[src/rtl/sdram_wb_pkg.sv]
package sdram_wb_pkg;
  typedef enum logic [2:0] {
    ST_IDLE,
    ST_ACT,
    ST_GAP,
    ST_WCMD,
    ST_DATA,
    ST_TERM
  } wb_state_e;

  // {cs_n, ras_n, cas_n, we_n}
  localparam logic [3:0] CMD_ACT   = 4'b0011;
  localparam logic [3:0] CMD_NOP   = 4'b0111;
  localparam logic [3:0] CMD_WRITE = 4'b0100;
  localparam logic [3:0] CMD_BTERM = 4'b0110;
  localparam logic [3:0] CMD_DESEL = 4'b1111;
endpackage

[src/rtl/sdram_wb_ctrl.sv]
module sdram_wb_ctrl
  import sdram_wb_pkg::*;
#(
  parameter int AD_W  = 16,
  parameter int LEN_W = 8,
  parameter int TRCD  = 2
) (
  input  logic             clk,
  input  logic             rst_n,
  input  logic             req_valid,
  input  logic [AD_W-1:0]  req_row,
  input  logic [AD_W-1:0]  req_col,
  input  logic [LEN_W-1:0] req_len,
  output logic             req_ready,
  input  logic             wr_valid,
  input  logic [AD_W-1:0]  wr_data,
  input  logic [1:0]       wr_mask,
  output logic             wr_ready,
  output wb_state_e        state_o,
  output logic [AD_W-1:0]  row_o,
  output logic [AD_W-1:0]  col_o,
  output logic [AD_W-1:0]  word_o,
  output logic [1:0]       mask_o
);
  localparam int GAP_W = (TRCD > 1) ? $clog2(TRCD) : 1;

  wb_state_e        state_q, state_d;
  logic [LEN_W-1:0] rem_q, rem_d;
  logic [AD_W-1:0]  row_q, col_q, word_q;
  logic [1:0]       mask_q;
  logic             accept, take, rem_en, gap_done;

  assign req_ready = (state_q == ST_IDLE);
  assign accept    = req_valid && req_ready;
  assign wr_ready  = ((state_q == ST_WCMD) || (state_q == ST_DATA)) && (rem_q != '0);
  assign take      = wr_ready && wr_valid;

  // Gap counter: only built when more than one NOP is needed
  generate
    if (TRCD > 1) begin : g_gap_cnt
      logic [GAP_W-1:0] gap_q, gap_d;
      logic             gap_en;
      always_comb begin
        gap_en = 1'b0;
        gap_d  = gap_q;
        if (state_q == ST_ACT) begin
          gap_en = 1'b1;
          gap_d  = GAP_W'(TRCD - 1);
        end else if ((state_q == ST_GAP) && (gap_q != '0)) begin
          gap_en = 1'b1;
          gap_d  = gap_q - 1'b1;
        end
      end
      always_ff @(posedge clk or negedge rst_n) begin
        if (!rst_n)      gap_q <= '0;
        else if (gap_en) gap_q <= gap_d;
      end
      assign gap_done = (gap_q == '0);
    end else begin : g_gap_one
      assign gap_done = 1'b1;
    end
  endgenerate

  // Next-state
  always_comb begin
    state_d = state_q;
    unique case (state_q)
      ST_IDLE: if (accept) state_d = ST_ACT;
      ST_ACT:  state_d = ST_GAP;
      ST_GAP:  if (gap_done) state_d = ST_WCMD;
      ST_WCMD,
      ST_DATA: state_d = take ? ST_DATA : ST_TERM;
      ST_TERM: state_d = ST_IDLE;
      default: state_d = ST_IDLE;
    endcase
  end

  always_comb begin
    rem_en = accept || take;
    rem_d  = accept ? req_len : (rem_q - 1'b1);
  end

  always_ff @(posedge clk or negedge rst_n) begin
    if (!rst_n) state_q <= ST_IDLE;
    else        state_q <= state_d;
  end

  always_ff @(posedge clk or negedge rst_n) begin
    if (!rst_n)      rem_q <= '0;
    else if (rem_en) rem_q <= rem_d;
  end

  always_ff @(posedge clk or negedge rst_n) begin
    if (!rst_n) begin
      row_q <= '0;
      col_q <= '0;
    end else if (accept) begin
      row_q <= req_row;
      col_q <= req_col;
    end
  end

  always_ff @(posedge clk or negedge rst_n) begin
    if (!rst_n) begin
      word_q <= '0;
      mask_q <= 2'b11;
    end else if (take) begin
      word_q <= wr_data;
      mask_q <= wr_mask;
    end
  end

  assign state_o = state_q;
  assign row_o   = row_q;
  assign col_o   = col_q;
  assign word_o  = word_q;
  assign mask_o  = mask_q;

  AST_NO_TAKE_IDLE: assert property (@(posedge clk) disable iff (!rst_n)
    req_ready |-> !wr_ready) else $error("take while idle");
  AST_TERM_ONE_CYCLE: assert property (@(posedge clk) disable iff (!rst_n)
    (state_q == ST_TERM) |=> (state_q == ST_IDLE)) else $error("term not single");
endmodule

[src/rtl/sdram_wb_pins.sv]
module sdram_wb_pins
  import sdram_wb_pkg::*;
#(
  parameter int AD_W = 16
) (
  input  wb_state_e       state_i,
  input  logic [AD_W-1:0] row_i,
  input  logic [AD_W-1:0] col_i,
  input  logic [AD_W-1:0] word_i,
  input  logic [1:0]      mask_i,
  output logic            cke,
  output logic [3:0]      cmd,
  output logic [1:0]      dqm,
  output logic [AD_W-1:0] ad,
  output logic            ad_oe
);
  assign cke = 1'b1;

  always_comb begin
    cmd   = CMD_DESEL;
    dqm   = 2'b11;
    ad    = '0;
    ad_oe = 1'b0;
    unique case (state_i)
      ST_ACT: begin
        cmd   = CMD_ACT;
        ad    = row_i;
        ad_oe = 1'b1;
      end
      ST_GAP:  cmd = CMD_NOP;
      ST_WCMD: begin
        cmd   = CMD_WRITE;
        ad    = col_i;
        ad_oe = 1'b1;
      end
      ST_DATA: begin
        cmd   = CMD_NOP;
        ad    = word_i;
        dqm   = mask_i;
        ad_oe = 1'b1;
      end
      ST_TERM: cmd = CMD_BTERM;
      default: cmd = CMD_DESEL;
    endcase
  end
endmodule

[src/rtl/sdram_wburst_seq.sv]
module sdram_wburst_seq
  import sdram_wb_pkg::*;
#(
  parameter int AD_W  = 16,
  parameter int LEN_W = 8,
  parameter int TRCD  = 2
) (
  input  logic             clk,
  input  logic             rst_n,
  input  logic             req_valid,
  output logic             req_ready,
  input  logic [AD_W-1:0]  req_row,
  input  logic [AD_W-1:0]  req_col,
  input  logic [LEN_W-1:0] req_len,
  input  logic             wr_valid,
  output logic             wr_ready,
  input  logic [AD_W-1:0]  wr_data,
  input  logic [1:0]       wr_mask,
  output logic             sd_cke,
  output logic             sd_cs_n,
  output logic             sd_ras_n,
  output logic             sd_cas_n,
  output logic             sd_we_n,
  output logic [1:0]       sd_dqm,
  output logic [AD_W-1:0]  sd_ad,
  output logic             sd_ad_oe
);
  wb_state_e       state;
  logic [AD_W-1:0] row, col, word;
  logic [1:0]      mask;
  logic [3:0]      cmd;

  sdram_wb_ctrl #(.AD_W(AD_W), .LEN_W(LEN_W), .TRCD(TRCD)) ctrl_i (
    .clk(clk), .rst_n(rst_n),
    .req_valid(req_valid), .req_row(req_row), .req_col(req_col),
    .req_len(req_len), .req_ready(req_ready),
    .wr_valid(wr_valid), .wr_data(wr_data), .wr_mask(wr_mask),
    .wr_ready(wr_ready),
    .state_o(state), .row_o(row), .col_o(col), .word_o(word), .mask_o(mask)
  );

  sdram_wb_pins #(.AD_W(AD_W)) pins_i (
    .state_i(state), .row_i(row), .col_i(col), .word_i(word), .mask_i(mask),
    .cke(sd_cke), .cmd(cmd), .dqm(sd_dqm), .ad(sd_ad), .ad_oe(sd_ad_oe)
  );

  assign {sd_cs_n, sd_ras_n, sd_cas_n, sd_we_n} = cmd;

  AST_CKE_HIGH: assert property (@(posedge clk) disable iff (!rst_n)
    sd_cke) else $error("cke low");
  AST_IDLE_PINS: assert property (@(posedge clk) disable iff (!rst_n)
    req_ready |-> (cmd == CMD_DESEL) && !sd_ad_oe && (sd_dqm == 2'b11)) else $error("idle pins");
  AST_ACCEPT_ACT: assert property (@(posedge clk) disable iff (!rst_n)
    (req_valid && req_ready) |=> (cmd == CMD_ACT) && sd_ad_oe) else $error("no activate");
  AST_ACT_THEN_GAP: assert property (@(posedge clk) disable iff (!rst_n)
    (cmd == CMD_ACT) |=> (cmd == CMD_NOP) && !sd_ad_oe) else $error("no gap");
  AST_WRITE_AFTER_GAP: assert property (@(posedge clk) disable iff (!rst_n)
    (cmd == CMD_WRITE) |-> ($past(cmd) == CMD_NOP) && !$past(sd_ad_oe)) else $error("write w/o gap");
  AST_WRITE_MASKED: assert property (@(posedge clk) disable iff (!rst_n)
    (cmd == CMD_WRITE) |-> (sd_dqm == 2'b11) && sd_ad_oe) else $error("write cycle");
  AST_DATA_FROM_HS: assert property (@(posedge clk) disable iff (!rst_n)
    ((cmd == CMD_NOP) && sd_ad_oe) |-> $past(wr_valid && wr_ready)) else $error("data w/o hs");
  AST_STARVE_TERM: assert property (@(posedge clk) disable iff (!rst_n)
    (wr_ready && !wr_valid) |=> (cmd == CMD_BTERM)) else $error("starve");
  AST_TERM_RELEASE: assert property (@(posedge clk) disable iff (!rst_n)
    (cmd == CMD_BTERM) |-> !sd_ad_oe && (sd_dqm == 2'b11)) else $error("term drive");
  AST_TERM_IDLE: assert property (@(posedge clk) disable iff (!rst_n)
    (cmd == CMD_BTERM) |=> req_ready) else $error("term idle");
endmodule

[config.mk]
export PLATFORM = sky130hd
export DESIGN_NAME = sdram_wburst_seq
export DESIGN_NICKNAME = d
export VERILOG_FILES = /design/src/rtl/sdram_wb_pkg.sv /design/src/rtl/sdram_wb_ctrl.sv /design/src/rtl/sdram_wb_pins.sv /design/src/rtl/sdram_wburst_seq.sv
export SDC_FILE = /design/constraint.sdc
export NUM_CORES = 1
export LEC_CHECK = 0
export BUFFER_PORTS_ARGS = -buffer_cell sky130_fd_sc_hd__buf_2
export CAP_MARGIN = 20
export CORE_ASPECT_RATIO = 1.75
export CORE_MARGIN = 2
export CORE_UTILIZATION = 30
export CTS_BUF_LIST = sky130_fd_sc_hd__clkbuf_4
export DETAILED_ROUTE_END_ITERATION = 8
export PLACE_DENSITY = 0.59
export RECOVER_POWER = 100
export SYNTH_ARGS = -nofsm -noshare
export SYNTH_HDL_FRONTEND = slang
export SYNTH_SLANG_ARGS = --single-unit
[constraint.sdc]
create_clock -name clk -period 6.1 [get_ports clk]
set_input_delay 0.305 -clock clk [delete_from_list [all_inputs] [get_ports clk]]
set_output_delay 0.305 -clock clk [all_outputs]
set_load 0.02 [all_outputs]
==> results.json <==
{
  "ctsHoldBuffers": 0,
  "worst_slew_pin_slew_ps": 3311,
  "antenna_found_initial": 1,
  "seq_area_um2": 1554,
  "worst_clock_skew_ps": 8.013,
  "synth_compound_area_share_pct": 10.06,
  "coreArea_um2": 9468,
  "drv_slew": 131,
  "floorplan.rows": 47,
  "grt_pass1_vias": 2569,
  "synth.distinct_cells": 35,
  "io_buffers": 86,
  "whs_path_depth": 3,
  "slew_headroom_pct": -120.8,
  "yosysMostFrequentCell": "nand2_1",
  "grtUsageMet3_pct": 4.211,
  "initial_core_util_pct": 30.86,
  "r2r-end": "ctrl_i.rem_q[5]",
  "synthMuxAreaShare_pct": 6.938,
  "ir_drop_v": 0.0001851,
  "htree_levels": 3,
  "crit_required_ps": 6330,
  "synth_edf_count": 0,
  "slowest_delay_ps": 1190,
  "syn_to_final_growth_pct": 18.76,
  "post-place-ws_ps": 2958,
  "gp_congestion": 0.7585,
  "synth-simple-area-share_pct": 22.23,
  "crit_path_top_delay_cell": "o221ai_1",
  "drv_cap": 3,
  "clockBufferDepth": 2,
  "drt-initial-drc-count": 128,
  "io_pins": 88,
  "vias_per_cell": 4.599,
  "period_needed_ps": 4016,
  "cp-start-kind": "flop",
  "status": "finished with violations",
  "met1_usage_pct": 16.54,
  "fillerInstances": 1011,
  "gr-usage-met2_pct": 27.11,
  "reg2reg_depth": 5,
  "routed_wl_mm": 7.617,
  "finalPower_mw": 1.799,
  "synth_area_leaders": "dfrtp_1, nand2_1, mux2_2",
  "track_usage_pct": 15.36,
  "tns_ps": 0,
  "worstPathCellList": "and3b_1 -> o221ai_1 -> nor4b_1 -> xnor2_1 -> o21ai_0",
  "clock_latency_ps": 400,
  "hold_end": "ctrl_i.row_o[7]",
  "routedWlPerCell_um": 14.62,
  "powerDensity_nw_per_um2": 518.5,
  "drt_pass1_iterations": 4,
  "timing.rr.start": "ctrl_i.state_o[1]",
  "dieWidth_um": 78.60,
  "min_path_type": "input port to flop",
  "drc": 0,
  "worstPathMaxFanout": 28,
  "crit_family": "simple AND/OR/NAND/NOR gates",
  "hold_start": "req_row[7]",
  "multi_input_area_um2": 1216,
  "grt_pass1_wl_mm": 12.25,
  "grt_busiest_layer": "met2",
  "async_reset_ff_share_pct": 100.0,
  "grt_start_max_net_pins": 63,
  "synth_area_um2": 2922,
  "synth_top_family_by_area": "simple AND/OR/NAND/NOR gates",
  "vias": 2396,
  "clock-sinks": 62,
  "syn_inst": 314,
  "cts_root_buf": "clkbuf_4",
  "post-route-period-util_pct": 65.84,
  "reg2reg_slack_ps": 2080,
  "synth_largest_area_cell": "dfrtp_1",
  "ant_nets": 0,
  "design.die.area_um2": 10570,
  "hold_slack_ps": 85.69,
  "drive_gt1_share_pct": 25.13,
  "synthFlopType": "dfrtp_1",
  "synthXorXnorAreaFrac_pct": 2.398,
  "crit_buf_inv": 0,
  "die_h_um": 134.5,
  "fmax_mhz": 249.0,
  "synth_common_cells": "nand2_1, dfrtp_1, o21ai_0",
  "numCtsBuffers": 9,
  "hold_viol_final": 0,
  "critPathKind": "flop to flop",
  "cts.clk_slew.worst_paths_ps": 90,
  "synth_top_area_share_pct": 51.39,
  "setup_violations": 0,
  "synth_seq_cells": 62,
  "cp.arrival_ps": 4240,
  "syn_nets": 378,
  "violations": "capacitance limit, slew limit",
  "rsz0062_at_grt": "false",
  "overflow": 0,
  "postCtsSetupRepairBufs": 0,
  "synthAdderAreaFrac_pct": 0.8565,
  "cts_resized": 0,
  "synth_sequential_area_ratio_pct": 53.19,
  "final_nets": 458,
  "timing.final.ws_setup_ps": 2084,
  "syn_area_per_cell_um2": 9.304,
  "end_kind": "flop",
  "cts_tree": "yes",
  "hpwl_mm": 5.437,
  "ys_warn_count": 0,
  "p_leak_nw": 1.652
}
[tightest hold or removal path: stages]
cell	delay, ps
buf_2	80
nand2_1	40
nand2_1	40
[placed cells by master, fill, tap and decap left out, types with 3 or more instances in the layout]
cell and count:
xnor2_1 7, buf_2 62, a22oi_1 16, nor3_1 3, a21oi_1 4, mux2_2 18
inv_1 5, clkbuf_1 26, nand3_1 4, nor2_1 10, dfrtp_1 60, nor4_1 3
nand2_1 119, o21ai_0 21, clkbuf_4 12
[how the worst max path moves through the flow]
stage / from / to / slack (ps) / depth (start not counted)
CTS: ctrl_i.state_o[1] / ctrl_i.rem_q[5] / 2950 / 5
detailed placement: ctrl_i.state_o[1] / ctrl_i.rem_q[5] / 2960 / 5
global placement: ctrl_i.state_o[1] / ctrl_i.rem_q[5] / 3140 / 5
global route: ctrl_i.state_o[1] / ctrl_i.rem_q[5] / 1670 / 5
floorplan: ctrl_i.state_o[0] / sd_ad[0] / 4010 / 6
finish: ctrl_i.state_o[1] / ctrl_i.rem_q[5] / 2080 / 5
[metal layers]
metal,part of all wire [%],wire (um),vias up
met4,2.7,208,0
met1,38,2926,1127
met5,0,0,-
li1,-,-,1189
met2,54,4087,65
met3,5.2,395,15
[stage by stage]
stage	cell area, um^2	utilization, %	std cells
finish	3470	36.65	521
global route	3470	36.65	521
CTS	3536	37.35	520
detailed placement	3433	36.26	505
global placement	3433	36.26	505
floorplan	2922	-	314
[area by class of cell]
type                    count  area share (%)
flip-flops and latches     62           44.79
multi-input cells         226           35.05
inverters                   5          0.5409
clock inverters             3          0.3606
diodes                      1         0.07212
well taps                 122           4.400
clock buffers              12           2.596
repair buffers             90           12.19
[registers in the layout (all words and copies together) (netlist names)]
register	flops
ctrl_i.state_o	3
ctrl_i.mask_o	2
ctrl_i.rem_q	8
ctrl_i.col_o	16
ctrl_i.word_o	16
ctrl_i.g_gap_cnt.gap_q	1
ctrl_i.row_o	16
[kinds of logic (layout without fill, tap and decap cells)]
group | Yosys count | after routing
xor+xnor | 8 | 8
other cells | 1 | 2
compound gates | 45 | 45
fa+ha+maj | 2 | 2
buf+inv | 26 | 110
mux | 18 | 18
flops | 62 | 62
simple gates | 152 | 152
[power by group]
| group | total (mW) | leakage, nW | switching [mW] | internal (mW) |
|---|---|---|---|---|
| Combinational | 0.798 | 0.838 | 0.497 | 0.301 |
| Clock | 0.228 | 0.0623 | 0.136 | 0.0923 |
| Sequential | 0.773 | 0.752 | 0.154 | 0.618 |
No activity file was read; power rests on OpenSTA's default activity.
